**src/rtl/cpt_pkg.sv**
```systemverilog
package cpt_pkg;
  localparam int unsigned CNT_W = 8;

  typedef enum logic {
    SRC_A = 1'b0,
    SRC_B = 1'b1
  } src_sel_e;
endpackage

```
**src/rtl/cpt_stage.sv**
```systemverilog
module cpt_stage #(
  parameter int unsigned W = 8
) (
  input  logic         clk_i,
  input  logic         rst_ni,
  input  logic         tick_i,
  input  logic         wr_i,
  input  logic [W-1:0] wdata_i,
  output logic [W-1:0] count_o,
  output logic         uflow_o
);
  logic [W-1:0] latch_q, count_q;
  logic         at_zero;

  assign at_zero = (count_q == '0);
  assign uflow_o = tick_i & ~wr_i & at_zero;
  assign count_o = count_q;

  // write beats decrement and reload
  always_ff @(posedge clk_i or negedge rst_ni) begin
    if (!rst_ni) begin
      latch_q <= '1;
      count_q <= '1;
    end else if (wr_i) begin
      latch_q <= wdata_i;
      count_q <= wdata_i;
    end else if (tick_i) begin
      count_q <= at_zero ? latch_q : count_q - 1'b1;
    end
  end

  assert_dec_R2: assert property (@(posedge clk_i) disable iff (!rst_ni)
    (tick_i && !wr_i && count_q != '0) |=> count_q == W'($past(count_q) - 1'b1));
  assert_reload_R3: assert property (@(posedge clk_i) disable iff (!rst_ni)
    (tick_i && !wr_i && count_q == '0) |=> count_q == $past(latch_q));
  assert_write_R5: assert property (@(posedge clk_i) disable iff (!rst_ni)
    wr_i |=> (count_q == $past(wdata_i)) && (latch_q == $past(wdata_i)));
  assert_idle_R4: assert property (@(posedge clk_i) disable iff (!rst_ni)
    (!tick_i && !wr_i) |=> $stable(count_q) && $stable(latch_q));
endmodule

```
**src/rtl/cpt_irq_flag.sv**
```systemverilog
module cpt_irq_flag (
  input  logic clk_i,
  input  logic rst_ni,
  input  logic set_i,
  input  logic clr_i,
  output logic irq_o
);
  logic irq_q;

  // set wins over clear
  always_ff @(posedge clk_i or negedge rst_ni) begin
    if (!rst_ni)     irq_q <= 1'b0;
    else if (set_i)  irq_q <= 1'b1;
    else if (clr_i)  irq_q <= 1'b0;
  end

  assign irq_o = irq_q;

  assert_irq_set_R7: assert property (@(posedge clk_i) disable iff (!rst_ni)
    set_i |=> irq_q);
  assert_irq_clr_R8: assert property (@(posedge clk_i) disable iff (!rst_ni)
    (clr_i && !set_i) |=> !irq_q);
  assert_irq_hold_R7: assert property (@(posedge clk_i) disable iff (!rst_ni)
    (!clr_i && !set_i) |=> $stable(irq_q));
endmodule

```
**src/rtl/cpt_timer.sv**
```systemverilog
module cpt_timer
  import cpt_pkg::*;
#(
  parameter int unsigned W = CNT_W
) (
  input  logic         clk_i,
  input  logic         rst_ni,
  input  logic         src_a_tick_i,
  input  logic         src_b_tick_i,
  input  logic         sel_wr_i,
  input  logic         sel_wdata_i,
  input  logic         pre_wr_i,
  input  logic         tmr_wr_i,
  input  logic [W-1:0] wdata_i,
  input  logic         irq_clr_i,
  output logic [W-1:0] pre_count_o,
  output logic [W-1:0] tmr_count_o,
  output logic         irq_o
);
  src_sel_e sel_q;
  logic     pre_tick, pre_uflow, tmr_uflow;

  always_ff @(posedge clk_i or negedge rst_ni) begin
    if (!rst_ni)       sel_q <= SRC_A;
    else if (sel_wr_i) sel_q <= src_sel_e'(sel_wdata_i);
  end

  assign pre_tick = (sel_q == SRC_B) ? src_b_tick_i : src_a_tick_i;

  cpt_stage #(.W(W)) u_pre (
    .clk_i   (clk_i),
    .rst_ni  (rst_ni),
    .tick_i  (pre_tick),
    .wr_i    (pre_wr_i),
    .wdata_i (wdata_i),
    .count_o (pre_count_o),
    .uflow_o (pre_uflow)
  );

  // timer is clocked only by prescaler underflow
  cpt_stage #(.W(W)) u_tmr (
    .clk_i   (clk_i),
    .rst_ni  (rst_ni),
    .tick_i  (pre_uflow),
    .wr_i    (tmr_wr_i),
    .wdata_i (wdata_i),
    .count_o (tmr_count_o),
    .uflow_o (tmr_uflow)
  );

  cpt_irq_flag u_irq (
    .clk_i  (clk_i),
    .rst_ni (rst_ni),
    .set_i  (tmr_uflow),
    .clr_i  (irq_clr_i),
    .irq_o  (irq_o)
  );

  assert_unsel_ignored_R2: assert property (@(posedge clk_i) disable iff (!rst_ni)
    (sel_q == SRC_A && !src_a_tick_i && !pre_wr_i) |=> $stable(pre_count_o));
  assert_tmr_gated_R4: assert property (@(posedge clk_i) disable iff (!rst_ni)
    (!pre_uflow && !tmr_wr_i) |=> $stable(tmr_count_o));
  assert_irq_src_R7: assert property (@(posedge clk_i) disable iff (!rst_ni)
    $rose(irq_o) |-> $past(pre_uflow));
endmodule

```
**config.mk**
```make
export PLATFORM = sky130hd
export DESIGN_NAME = cpt_timer
export DESIGN_NICKNAME = d
export VERILOG_FILES = /design/src/rtl/cpt_pkg.sv /design/src/rtl/cpt_stage.sv /design/src/rtl/cpt_irq_flag.sv /design/src/rtl/cpt_timer.sv
export SDC_FILE = /design/constraint.sdc
export NUM_CORES = 1
export LEC_CHECK = 0
export BUFFER_PORTS_ARGS = -buffer_cell sky130_fd_sc_hd__buf_2
export CORE_MARGIN = 5
export CORE_UTILIZATION = 45
export CTS_BUF_LIST = sky130_fd_sc_hd__clkbuf_2
export DETAILED_ROUTE_END_ITERATION = 16
export HOLD_SLACK_MARGIN = 0.08
export PLACE_DENSITY = 0.66
export REMOVE_ABC_BUFFERS = 1
export SLEW_MARGIN = 30
export SYNTH_ARGS = -nofsm -noshare
export SYNTH_HDL_FRONTEND = slang
export SYNTH_SLANG_ARGS = --single-unit
```
**constraint.sdc**
```tcl
create_clock -name clk_i -period 3.2 [get_ports clk_i]
set_clock_uncertainty 0.15 [all_clocks]
set_input_delay 0.32 -clock clk_i [delete_from_list [all_inputs] [get_ports clk_i]]
set_output_delay 0.32 -clock clk_i [all_outputs]
set_load 0.1 [all_outputs]
```
==> Word level (Yosys, flattened, before mapping) <==
Index checks and enable logic that the tools add are counted.
W data, S select, Z words.
{ "word_totals": {"ff_bits": 34, "in_bits": 17, "out_inout_bits": 17, "elab_cells": 28} }
{ "classes": {"add_sub_neg": 2, "mux": 9, "n_bitwise": 6, "reduce_logical": 5} }
{ "ops": {"columns": ["op", "count"], "rows": [
  ["$mux W8", 6],
  ["$logic_not A8 Y1", 2],
  ["$sub A8 B1 Y8 const B", 2],
  ["$reduce_bool A2 Y1", 3],
  ["$and A1 B1 Y1", 4],
  ["$mux W1", 3],
  ["$not A1 Y1", 2]
]} }

==> Logic depth before layout (Yosys ltp) <==
{ "logic_depth": {"ltp_word": 6, "mapped_depth": 7} }

==> Modules after synthesis <==
From an unflattened synthesis, not the netlist that was laid out.
{ "unflattened": {"hier_cells": 172, "area_unflattened_um2": 1928.1} }
{ "modules_own_cells": {"columns": ["module", "instances", "cells_each", "area_each_um2"], "rows": [
  ["cpt_stage", 2, 83, 918.4],
  ["cpt_timer", 1, 3, 55.1],
  ["cpt_irq_flag", 1, 3, 36.3]
]} }

==> Worst setup path before layout <==
No wires, ideal clock.
{ "synth_timing": {"path_kind": "register to register", "from": "register u_pre.count_q[0] (netlist: u_pre.count_o[0])", "to": "register u_tmr.count_q[5] (netlist: u_tmr.count_o[5])", "setup_time_ns": 0.081, "arrival_time_ns": 2.399, "required_ns": 2.969, "path_slack_ns": 0.570, "path_stages_with_launch": 8, "path_buffers": 1, "period_less_slack_ns": 2.630, "path_cell_list": "dfstp_2 -> inv_1 -> ha_1 -> or3b_2 -> or4_4 -> buf_6 -> or2_0 -> o211ai_1"} }
{ "synth_via": {"elab_chain_cells": 3} }
{ "synth_rtl": {"columns": ["item", "line_no", "rtl"], "rows": [
  ["start: declaration", "cpt_stage.sv:12", "logic [W-1:0] latch_q, count_q;"],
  ["start signal: assignment", "cpt_stage.sv:26", "count_q <= wdata_i;"],
  ["start signal: assignment", "cpt_stage.sv:28", "count_q <= at_zero ? latch_q : count_q - 1'b1;"],
  ["$logic_not A8 Y1", "cpt_stage.sv:15", "assign at_zero = (count_q == '0);"],
  ["$and A1 B1 Y1", "cpt_stage.sv:16", "assign uflow_o = tick_i & ~wr_i & at_zero;"],
  ["$reduce_bool A2 Y1 (no line)", null, null],
  ["end signal: assignment", "cpt_stage.sv:26", null],
  ["end signal: assignment", "cpt_stage.sv:28", null],
  ["end: declaration", "cpt_stage.sv:12", null]
]} }
Every way passes these cells.
A chain may end at the register's enable or synchronous reset.

==> Worst setup path in the final report <==
{ "layout_timing": {"from": "register u_pre.count_q[0] (netlist: u_pre.count_o[0])", "to": "register u_tmr.count_q[0] (netlist: u_tmr.count_o[0])"} }
Same word-level chain as after synthesis.

==> results_dict.tcl <==
set metrics [dict create \
    status "finished, final reports clean" \
    first_pass_iters 4 \
    num_vias 1650 \
    synth_common_cells "dfstp_2, o21ai_0, inv_1, mux2_2, nand2_1" \
    die_h_um 75.73 \
    grt_pass1_vias 1603 \
    ioPinCount 34 \
    reg2reg_setup_slack_ns 0.64 \
    r2r_start "u_pre.count_o[0]" \
    slew_headroom 0.4735 \
    yosys_register_bits 34 \
    viasPerCell 5.729 \
    hold_viol 0 \
    arrival_ns 2.70 \
    yosysTopAreaCell "dfstp_2" \
    p_per_area_mw_per_mm2 513.1 \
    drv_slew 0 \
    peakVddDrop_uv 392.4 \
    min_delay_worst_endpoint "u_pre.count_o[0]" \
    layout.nets 256 \
    netlist_instances 190 \
    clock_sinks 34 \
    period_share 0.8002 \
    rows 24 \
    path_buf_inv 1 \
    holdBufCountCts 11 \
    port_buffers 33 \
    synth_most_common_cell "dfstp_2" \
    ys.flop_type "dfstp_2" \
    ys_types 47 \
    wl_per_cell_um 16.09 \
    ff2ff_path_depth 6 \
    slowest_stage "or4_4" \
    min_path_cells 3 \
    setup_viol 0 \
    antenna_found_initial 0 \
    maxCapViolCount 0 \
    worst_setup_path_end_kind "flop" \
    setup_tns_ns 0 \
    worstSkewPairLatency_ns 0.38 \
    fin_util 0.5390 \
    worstSetupPathType "reg2reg" \
    max_clock_freq_ghz 0.3905 \
    htreeDepth 2 \
    clkTransAtPathRegs_ns 0.19 \
    grt_overflow 0 \
    root_buffer "clkbuf_2" \
    place_hpwl_um 3278 \
    cp.required_ns 3.34 \
    crit_family "simple AND/OR/NAND/NOR gates" \
    hp-start "pre_wr_i" \
    syn_to_final_growth_pct 18.21 \
    postCtsSetupBuffers 0 \
    die_area_mm2 0.005735 \
    place.gp.congestion 0.7932 \
    yosysTopAreaCellShare 0.4324 \
    start_kind "flop" \
    synth_edf_count 0 \
    r2r_end "u_tmr.count_o[0]" \
    core_mm2 0.004264 \
    cts_resized 0 \
    netlist_area_mm2 0.001944 \
    p_leak_uw 0.0009320 \
    grtUsageTotal 0.1807 \
    tightestPinTransition_ns 0.7826 \
    path_max_fanout 12 \
    cts_max_path_buffers 2 \
    ys_warn_count 0 \
    antenna_cells 0 \
    cts-buffers-inserted 5 \
    worstPathCellList "inv_1 > ha_1 > or3b_2 > or4_4 > a2111o_1 > o311ai_0" \
    ant_nets 0 \
    grt_pass1_wl_um 7838 \
    grt_max_degree 35 \
    post-route-drc-count 0 \
    wl_um 4633 \
    cts_tree "done" \
    start_util 0.4560 \
    drive_above_1_share 0.3771 \
    die_w_um 75.73 \
    hp-class "in2reg" \
    async_flop_share 1.000 \
    crit_path_max_incr_delay_ns 0.59 \
    first_iter_violations 108 \
    syn_area_per_cell_um2 10.23 \
    ys_seq_area_frac 0.4582 \
    rsz0062_at_grt "no" \
    period_needed_ns 2.561 \
    synth.top_cells.by_area "dfstp_2, mux2_2, o21ai_0" \
]
cell usage in the layout (no fill, tap or decap), drive strengths merged, types with 2 or more instances in the layout:
master        n
nor2b         3
ha            4
a21oi         7
buf          33
clkbuf        6
xor2          2
dfstp        32
o21ai        20
o31ai         3
nor2          8
mux2         13
nor3          5
dfrtp         2
or3b          2
mux2i         4
xnor2         2
o41ai         2
or4           4
a22oi         8
o211ai        4
or3           2
nand2b        3
inv          14
nor3b         3
clkinv        2
nand4         2
nand2         9
o2111a        2
nor4          4
nand3b        5
dlygate4sd3  12
report_power, final:
group | internal (uW) | switching, uW
Combinational | 116 | 298
Sequential | 509 | 54.2
Clock | 53.8 | 148
Total | 679 | 500
stage by stage:
stage	std cells	area [um^2]	total power, uW	hold WS (ns)	setup slack (ns)
final	288	2298	1179	0.2471	0.6394
after floorplan	183	1909	878.2	-0.1256	0.5311
after detailed placement	268	2140	972.2	0.2798	0.6483
after global placement	268	2140	970.5	0.2716	0.7203
after global routing	288	2298	1252	0.2297	0.4511
after CTS	287	2288	1191	0.09072	0.6407
worst min-delay path: stages:
cell,delay [ns]
buf_2,0.24
nand2_1,0.13
o31ai_1,0.07
worst max-delay path by stage:
stage	from	to	depth (start not counted)
2_1_floorplan	u_pre.count_o[0]	u_tmr.count_o[0]	6
3_3_place_gp	u_pre.count_o[0]	u_tmr.count_o[0]	6
3_5_place_dp	u_pre.count_o[0]	u_tmr.count_o[0]	6
6_report	u_pre.count_o[0]	u_tmr.count_o[0]	6
4_1_cts	u_pre.count_o[0]	u_tmr.count_o[0]	6
5_1_grt	u_pre.count_o[0]	u_tmr.count_o[0]	6
cell families after synthesis:
family,count (synthesis),synth area share
AO/OA/AOI/OAI,57,0.1976
AND/OR/NAND/NOR,53,0.1596
flip-flops,34,0.4582
buffers and inverters,21,0.04504
multiplexers,17,0.09588
XOR/XNOR,4,0.01802
adder cells (fa/ha/maj),4,0.02574
area by class of cell:
type                    count  area (um^2)
multi-input cells         135        965.9
clock buffers               6        30.03
fillers                   393         1966
clock inverters             2        8.758
flip-flops and latches     34        890.9
inverters                  14        52.55
well taps                  52        65.06
repair buffers             45        285.3
registers in the layout, indices dropped and copies added (netlist names):
signal / count
sel_q: 1
u_tmr.count_o: 8
u_irq.irq_o: 1
u_pre.count_o: 8
u_tmr.latch_q: 8
u_pre.latch_q: 8
routing by layer:
layer / vias up / GRT usage / wire length, um
met1: 802 / 0.2521 / 2163
li1: 804 / - / -
met4: 0 / 0.04660 / 49
met2: 39 / 0.2828 / 2184
met3: 5 / 0.04222 / 236
met5: - / 0 / 0
(Power assumes the default switching activity.)
